**src/rtl/cmdl_pkg.sv**
```systemverilog
package cmdl_pkg;
    typedef enum logic [2:0] {
        CMD_NONE   = 3'd0,
        CMD_OFF    = 3'd1,
        CMD_COAST  = 3'd2,
        CMD_ACCEL  = 3'd3,
        CMD_RESUME = 3'd4,
        CMD_ON     = 3'd5
    } cmd_e;

    localparam int NCMD = 6;
endpackage

```
**src/rtl/cmdl_band_classifier.sv**
```systemverilog
module cmdl_band_classifier
    import cmdl_pkg::*;
#(
    parameter int SAMPLE_W = 8
) (
    input  logic [SAMPLE_W-1:0] level_sample,
    input  logic                enabled,
    output cmd_e                band
);
    localparam longint FULL    = (64'd1 << SAMPLE_W) - 1;
    localparam logic [SAMPLE_W-1:0] EDGE_TOP = SAMPLE_W'((FULL * 94) / 100);
    localparam logic [SAMPLE_W-1:0] EDGE_RES = SAMPLE_W'((FULL * 77) / 100);
    localparam logic [SAMPLE_W-1:0] EDGE_ACC = SAMPLE_W'((FULL * 52) / 100);
    localparam logic [SAMPLE_W-1:0] EDGE_CST = SAMPLE_W'((FULL * 25) / 100);
    localparam logic [SAMPLE_W-1:0] EDGE_OFF = SAMPLE_W'((FULL * 12) / 100);
    localparam logic [SAMPLE_W-1:0] CODE_ON  = '1;

    cmd_e raw_band;

    always_comb begin
        if (level_sample == CODE_ON)       raw_band = CMD_ON;
        else if (level_sample > EDGE_TOP)  raw_band = CMD_NONE;
        else if (level_sample > EDGE_RES)  raw_band = CMD_RESUME;
        else if (level_sample > EDGE_ACC)  raw_band = CMD_ACCEL;
        else if (level_sample > EDGE_CST)  raw_band = CMD_COAST;
        else if (level_sample > EDGE_OFF)  raw_band = CMD_NONE;
        else                               raw_band = CMD_OFF;
    end

    always_comb begin
        band = raw_band;
        if (!enabled && (raw_band == CMD_RESUME || raw_band == CMD_ACCEL ||
                         raw_band == CMD_COAST))
            band = CMD_NONE;
    end
endmodule

```
**src/rtl/cmdl_qualifier.sv**
```systemverilog
module cmdl_qualifier
    import cmdl_pkg::*;
#(
    parameter int LIM_SHORT = 50,
    parameter int LIM_LONG  = 330
) (
    input  logic            clk,
    input  logic            rst_n,
    input  logic            ms_tick,
    input  cmd_e            band,
    output logic [NCMD-1:0] fire,
    output cmd_e            cur_band,
    output logic            done
);
    localparam int LIM_MAX = (LIM_LONG > LIM_SHORT) ? LIM_LONG : LIM_SHORT;
    localparam int CNT_W   = $clog2(LIM_MAX + 1);

    typedef struct packed {
        cmd_e             cur;
        logic [CNT_W-1:0] cnt;
        logic             fired;
        logic [NCMD-1:0]  fire;
    } qual_t;

    qual_t st_q, st_d;
    logic [CNT_W-1:0] lim_cur;

    always_comb begin
        lim_cur = (st_q.cur == CMD_RESUME) ? CNT_W'(LIM_LONG) : CNT_W'(LIM_SHORT);
    end

    always_comb begin
        st_d      = st_q;
        st_d.fire = '0;
        if (band != st_q.cur) begin
            st_d.cur   = band;
            st_d.cnt   = '0;
            st_d.fired = 1'b0;
        end else if (ms_tick && !st_q.fired && st_q.cur != CMD_NONE) begin
            st_d.cnt = st_q.cnt + 1'b1;
            if (st_d.cnt == lim_cur) begin
                st_d.fired = 1'b1;
                st_d.fire[int'(st_q.cur)] = 1'b1;
            end
        end
    end

    always_ff @(posedge clk) begin
        if (!rst_n) begin
            st_q.cur   <= CMD_NONE;
            st_q.cnt   <= '0;
            st_q.fired <= 1'b0;
            st_q.fire  <= '0;
        end else begin
            st_q <= st_d;
        end
    end

    assign fire     = st_q.fire;
    assign cur_band = st_q.cur;
    assign done     = st_q.fired;


    cnt_bound_chk: assert property (@(posedge clk) disable iff (!rst_n)
        st_q.cnt <= lim_cur);

    one_pulse_chk: assert property (@(posedge clk) disable iff (!rst_n)
        $onehot0(st_q.fire));

    pulse_width_chk: assert property (@(posedge clk) disable iff (!rst_n)
        (|st_q.fire) |=> !(|st_q.fire));

    restart_chk: assert property (@(posedge clk) disable iff (!rst_n)
        (band != st_q.cur) |=> (st_q.cnt == '0 && !st_q.fired));

    fired_hold_chk: assert property (@(posedge clk) disable iff (!rst_n)
        (st_q.fired && band == st_q.cur) |=> (st_q.fired && !(|st_q.fire)));
endmodule

```
**src/rtl/cmdl_mode_tracker.sv**
```systemverilog
module cmdl_mode_tracker (
    input  logic clk,
    input  logic rst_n,
    input  logic on_evt,
    input  logic off_evt,
    output logic enabled
);
    logic en_q, en_d;

    always_comb begin
        en_d = en_q;
        if (on_evt)       en_d = 1'b1;
        else if (off_evt) en_d = 1'b0;
    end

    always_ff @(posedge clk) begin
        if (!rst_n) en_q <= 1'b0;
        else        en_q <= en_d;
    end

    assign enabled = en_q;


    en_rise_chk: assert property (@(posedge clk) disable iff (!rst_n)
        $rose(en_q) |-> $past(on_evt));

    en_fall_chk: assert property (@(posedge clk) disable iff (!rst_n)
        $fell(en_q) |-> $past(off_evt));
endmodule

```
**src/rtl/cmd_level_decoder.sv**
```systemverilog
module cmd_level_decoder
    import cmdl_pkg::*;
#(
    parameter int SAMPLE_W  = 8,
    parameter int LIM_SHORT = 50,
    parameter int LIM_LONG  = 330
) (
    input  logic                clk,
    input  logic                rst_n,
    input  logic                ms_tick,
    input  logic [SAMPLE_W-1:0] level_sample,
    output logic                on_pulse,
    output logic                off_pulse,
    output logic                resume_pulse,
    output logic                accel_pulse,
    output logic                coast_pulse,
    output logic                accel_held,
    output logic                coast_held,
    output logic                enabled
);
    cmd_e            band;
    cmd_e            cur_band;
    logic [NCMD-1:0] fire;
    logic            done;
    logic            en;

    cmdl_band_classifier #(.SAMPLE_W(SAMPLE_W)) u_class (
        .level_sample(level_sample),
        .enabled     (en),
        .band        (band)
    );

    cmdl_qualifier #(.LIM_SHORT(LIM_SHORT), .LIM_LONG(LIM_LONG)) u_qual (
        .clk     (clk),
        .rst_n   (rst_n),
        .ms_tick (ms_tick),
        .band    (band),
        .fire    (fire),
        .cur_band(cur_band),
        .done    (done)
    );

    cmdl_mode_tracker u_mode (
        .clk    (clk),
        .rst_n  (rst_n),
        .on_evt (fire[int'(CMD_ON)]),
        .off_evt(fire[int'(CMD_OFF)]),
        .enabled(en)
    );

    assign on_pulse     = fire[int'(CMD_ON)];
    assign off_pulse    = fire[int'(CMD_OFF)];
    assign resume_pulse = fire[int'(CMD_RESUME)];
    assign accel_pulse  = fire[int'(CMD_ACCEL)];
    assign coast_pulse  = fire[int'(CMD_COAST)];
    assign accel_held   = done && (cur_band == CMD_ACCEL);
    assign coast_held   = done && (cur_band == CMD_COAST);
    assign enabled      = en;


    gated_cmd_chk: assert property (@(posedge clk) disable iff (!rst_n)
        (resume_pulse || accel_pulse || coast_pulse) |-> enabled);

    held_excl_chk: assert property (@(posedge clk) disable iff (!rst_n)
        !(accel_held && coast_held));

    held_start_chk: assert property (@(posedge clk) disable iff (!rst_n)
        $rose(accel_held) |-> accel_pulse);
endmodule

```
**config.mk**
```make
export PLATFORM = sky130hd
export DESIGN_NAME = cmd_level_decoder
export DESIGN_NICKNAME = d
export VERILOG_FILES = /design/src/rtl/cmdl_pkg.sv /design/src/rtl/cmdl_band_classifier.sv /design/src/rtl/cmdl_qualifier.sv /design/src/rtl/cmdl_mode_tracker.sv /design/src/rtl/cmd_level_decoder.sv
export SDC_FILE = /design/constraint.sdc
export NUM_CORES = 1
export LEC_CHECK = 0
export BUFFER_PORTS_ARGS = -buffer_cell sky130_fd_sc_hd__buf_2
export CAP_MARGIN = 20
export CORE_UTILIZATION = 47
export DETAILED_ROUTE_END_ITERATION = 8
export GPL_TIMING_DRIVEN = 0
export PLACE_DENSITY = 0.71
export SLEW_MARGIN = 20
export SYNTH_ARGS = -nofsm -noshare
export SYNTH_HDL_FRONTEND = slang
export SYNTH_SLANG_ARGS = --single-unit
```
**constraint.sdc**
```tcl
create_clock -name clk -period 1.8 [get_ports clk]
set_input_delay 0.09 -clock clk [delete_from_list [all_inputs] [get_ports clk]]
set_output_delay 0.09 -clock clk [all_outputs]
set_load 0.02 [all_outputs]
```
# Yosys cells after proc, flatten, opt, wreduce, memory -nomap -nowiden
# Index checks and enable logic that the tools add are counted.
# totals
regBits	20
output_inout_bits	8
wordCells	52
# op_classes
addsub	1
magnitude_cmp	7
eq_ne	9
mux	12
n_bitwise	3
reduce_logical	15
# ops
operator	count
> comparator 8 bit, second input constant	3
two-way mux 3 bit	6
equality test 3 x 2 -> 1 bit, second input constant	4
adder 9 x 1 -> 9 bit, second input constant	1
equality test 9 bit	1
two-way mux 9 bit	1
equality test 8 bit, second input constant	1
> comparator 8 x 5 -> 1 bit, second input constant	1
> comparator 8 x 6 -> 1 bit, second input constant	1
equality test 3 bit, second input constant	2
logical AND 1 bit	6
less-than comparator 3 x 4 -> 1 bit, second input constant	1
two-way mux 1 bit	4
OR reduction 4 bit	1
demux 1 bit (select 3 bit)	1
>= comparator 3 x 1 -> 1 bit, second input constant	1
inequality test 3 bit	1
NOT 1 bit	3
nonzero test 3 bit	1
logical NOT 1 bit	2
logical OR 1 bit	2
AND reduction 2 bit	1
nonzero test 2 bit	1
OR reduction 2 bit	1

# Longest topological paths before layout
# depth
depth_word	14
mapped_depth	7
ltp_nobuf	7

# Cells and area by module
# From an unflattened synthesis, not the netlist that was laid out.
# unflattened
cells_unflattened	140
hier_area_um2	1238.7
# modules_own_cells
module	instances	cells_per_inst	area_each_um2
cmdl_qualifier	1	115	1058.5
cmdl_band_classifier	1	20	115.1
cmdl_mode_tracker	1	3	41.3
cmd_level_decoder	1	2	23.8

# Worst setup path before layout
# No wires, ideal clock.
# synth_path
kind	flip-flop to flip-flop
from	reg u_qual.st_q[7] (netlist bit)
to	reg, netlist name u_qual.fire[1]
setup_ns	0.078
arrival_time_ns	1.732
path_slack_ns	-0.010
stages_incl_launch_ff	8
path_buffers	0
synth_period_minus_slack_ns	1.810
cell_sequence	dfxtp_1 > ha_1 > and3_1 > nand3_1 > xor2_1 > nor4b_2 > o211ai_1 > nor3_1
# synth_via
elab_chain_len	4
# synth_lines
item	line_no	text
start: declaration	cmdl_qualifier.sv:25	qual_t st_q, st_d;
start signal: assignment	cmdl_qualifier.sv:55	st_q <= st_d;
adder 9 x 1 -> 9 bit	cmdl_qualifier.sv:40	st_d.cnt = st_q.cnt + 1'b1;
equality test 9 bit	cmdl_qualifier.sv:41	if (st_d.cnt == lim_cur) begin
NOT 1 bit (no line)	-	
OR reduction 4 bit (no line)	-	
# No other way between the ends.
# A chain may end at the register's enable or synchronous reset.

# Final worst setup path
# layout_path
from	reg u_qual.st_q[8] (netlist bit)
to	reg, netlist name u_qual.fire[5]
# layout_via
elab_chain_len	4
# layout_lines
item	line_no
adder 9 x 1 -> 9 bit	cmdl_qualifier.sv:40
equality test 9 bit	cmdl_qualifier.sv:41
NOT 1 bit (no line)	-
OR reduction 4 bit (no line)	-
# No other way between the ends.

==> impl_results.md <==
- Pwr/cell area: 528.5 nW/um^2
- Yosys reg bits: 19
- Most frequent cells in the layout: buf_2, nor2_1, dfxtp_1
- All-Layer GR Usage: 0.1912
- Ys flop type: dfxtp_1
- Highest routed metal layer: met4
- Post-Syn Nets: 143
- Yosys cell types: 43
- Setup Crit Path Kind: flop to flop
- Antenna-violating nets left: 0
- Final setup fails: 2
- Starting Density: 0.5020
- DP Wirelength: 1603 um
- CTS tree: built
- Critical Path AT: 2030 ps
- Worst-Skew Late Latency: 290 ps
- Final nets: 168
- Hold crit path type: input pin to flop
- Final hold slack: 43.70 ps
- Clock Skew: 11.54 ps
- FP Rows: 17
- M1 wire length: 1052 um
- Maximum vdd drop: 335.9 uV
- Synth Instances: 130
- Slew margin rel.: 0.6888
- Final Hold Viols: 0
- Total gr overflow: 0
- Synth Area in Simple Gates: 0.3248
- Initial drt markers: 14
- Post-Route WL: 2173 um
- Via-to-Cell Ratio: 5.341
- Die Wd: 50.84 um
- Synth Area in Compound Gates: 0.1429
- PnR worst setup slack: -21.28 ps
- Met3 wire len: 74 um
- Port Buffers: 18
- Pleak: 0.4698 nW
- Global-route wire length before repair: 3788 um
- Core area: 2233 um^2
- Avg Synthesized Cell Area: 8.624 um^2
- Register clock-pin slew on the reported worst setup and hold paths: 110 ps
- CP Launch Type: flop
- Die Ht: 50.84 um
- Layout Area Growth over Synthesis: 21.99%
- Largest net degree at the start of global routing: 12
- Asr flop ratio synth: 0
- # diodes: 0
- Wire length on met2: 1028 um
- Clock root buffer: clkbuf_4
- H-Tree Depth: 1
- Hold-fix buffers at CTS: 0
- DRC violations left: 0
- Max Freq: 549.1 MHz
- Setup crit end kind: flop
- Post-synthesis mux area share: 0.008929
- Leading cell type in the layout, fill and taps excluded: buf_2
- TNS Setup: -24.99 ps
- Outcome: complete, but fails checks
- Num ports: 19
- Failing checks: setup timing
- Fin crit period: 1821 ps
- # Max-Cap Violations: 0
- Crit share post-route: 1.012
- Vias in the first global route: 921
- RD Place Congestion: 0.7903
- Synth Cell Area: 1121 um^2
- XOR/XNOR Fraction of Synth Area: 0.1250
- Largest family of logic cells by synthesized area: simple AND/OR/NAND/NOR gates
- Worst Path Required: 2010 ps
- DRT Pass-1 Iters: 4
- Worst slew pin tran: 461.0 ps
- Number of enable flip-flop cells after synthesis: 0
- RSZ-0062 raised after global routing: yes
- Critical Path Fanout Max: 5
- Via count: 972
- Clk sinks: 19
- Clock buffer depth: 2
- Num CTS Buffers: 3
- Seq/Total Area, Yosys: 0.3393
- Adder-cell share of the synthesized area: 0.02232
- Initial antenna violation count: 0
- Fraction of layout cells with a size suffix above 1: 0.3636
- Final core utilization: 0.6123
- Max Slew Vio Count: 0
- Routed len/inst: 11.94 um
- Die footprint: 2585 um^2
- Synthesis Warnings: 0
-- sequential cells by signal, summed over array words and instances, names as in the netlist --
signal / cells
u_mode.enabled: 1
u_qual.fire: 5
u_qual.st_q: 9
u_qual.cur_band: 3
u_qual.done: 1
-- cell type report --
type,count,area (um^2)
Buffer,3,23.77
Clock buffer,3,22.52
Clock inverter,1,5.005
Fill cell,210,865.8
Inverter,5,18.77
Multi-Input combinational cell,103,767.0
Sequential cell,19,390.4
Tap cell,28,35.03
Timing Repair Buffer,20,105.1
-- cells by family (layout without fill, tap and decap cells) --
family,after synthesis,count (layout)
muxes,1,1
xor gates and xnor gates,16,16
buffers and inverters,8,32
DFF,19,19
and+or+nand+nor,64,64
adders and majority gates,2,2
AOI/OAI and AO/OA,20,20
-- synthesized netlist by cell type (3+ instances only) --
master	number	share of area
dfxtp_1	19	0.34
nor2_1	15	0.050
xnor2_1	12	0.094
nand2_1	10	0.033
nor2_2	9	0.050
nand3_1	6	0.027
nor3_1	6	0.027
inv_1	5	0.017
a21oi_1	4	0.018
xor2_1	4	0.031
and3_1	3	0.017
-- per-stage QoR --
| step | setup WS [ps] | power, mW | area [um^2] | cells |
|---|---|---|---|---|
| final | -21.28 | 0.7228 | 1368 | 182 |
| after global routing | -152.0 | 0.7656 | 1368 | 182 |
| after CTS | 2.450 | 0.7331 | 1321 | 182 |
| after detailed placement | -201.4 | 0.5179 | 1250 | 176 |
| after global placement | -161.0 | 0.5162 | 1250 | 176 |
| after floorplan | 2.411 | 0.4892 | 1125 | 130 |
-- critical path, stage by stage (launching register included) --
cell      delay [ps]
dfxtp_4          390
ha_4             150
and3_4           220
nand3_4           90
xor2_1           170
nor4b_2          320
o211ai_1         120
buf_4            170
nor3_1           120
-- path summary, 6_finish.rpt --
kind | from | to | slack, ps | cells after the start
worst max-delay path | u_qual.st_q[8] | u_qual.fire[5] | -20 | 8
worst min register to register | u_qual.fire[5] | u_mode.enabled | 490 | 2
worst max register to register | u_qual.st_q[8] | u_qual.fire[5] | -20 | 8
worst min-delay path | rst_n | u_qual.cur_band[1] | 40 | 2
-- report_power, final --
| part | leakage (nW) | internal, mW | total (mW) | switching, mW |
|---|---|---|---|---|
| clock | 0.0177 | 0.0825 | 0.211 | 0.128 |
| combinational | 0.296 | 0.0352 | 0.0885 | 0.0533 |
| sequential | 0.156 | 0.420 | 0.423 | 0.00321 |
| total | 0.470 | 0.538 | 0.723 | 0.185 |
-- metal layers --
layer  up-vias  track usage
li1        509            -
met1       436       0.2403
met2        25       0.3244
met3         2      0.03571
met4         0      0.06944
met5         -            0
-- what timing repair did --
| item | in CTS | in global routing |
|---|---|---|
| buffers inserted | 2 | 0 |
| resized for setup | 6 | 11 |
| pin swaps | 5 | 2 |
| setup endpoints to repair | 6 | 11 |
| hold endpoints to repair | 0 | 0 |
No activity file was read; power rests on OpenSTA's default activity.
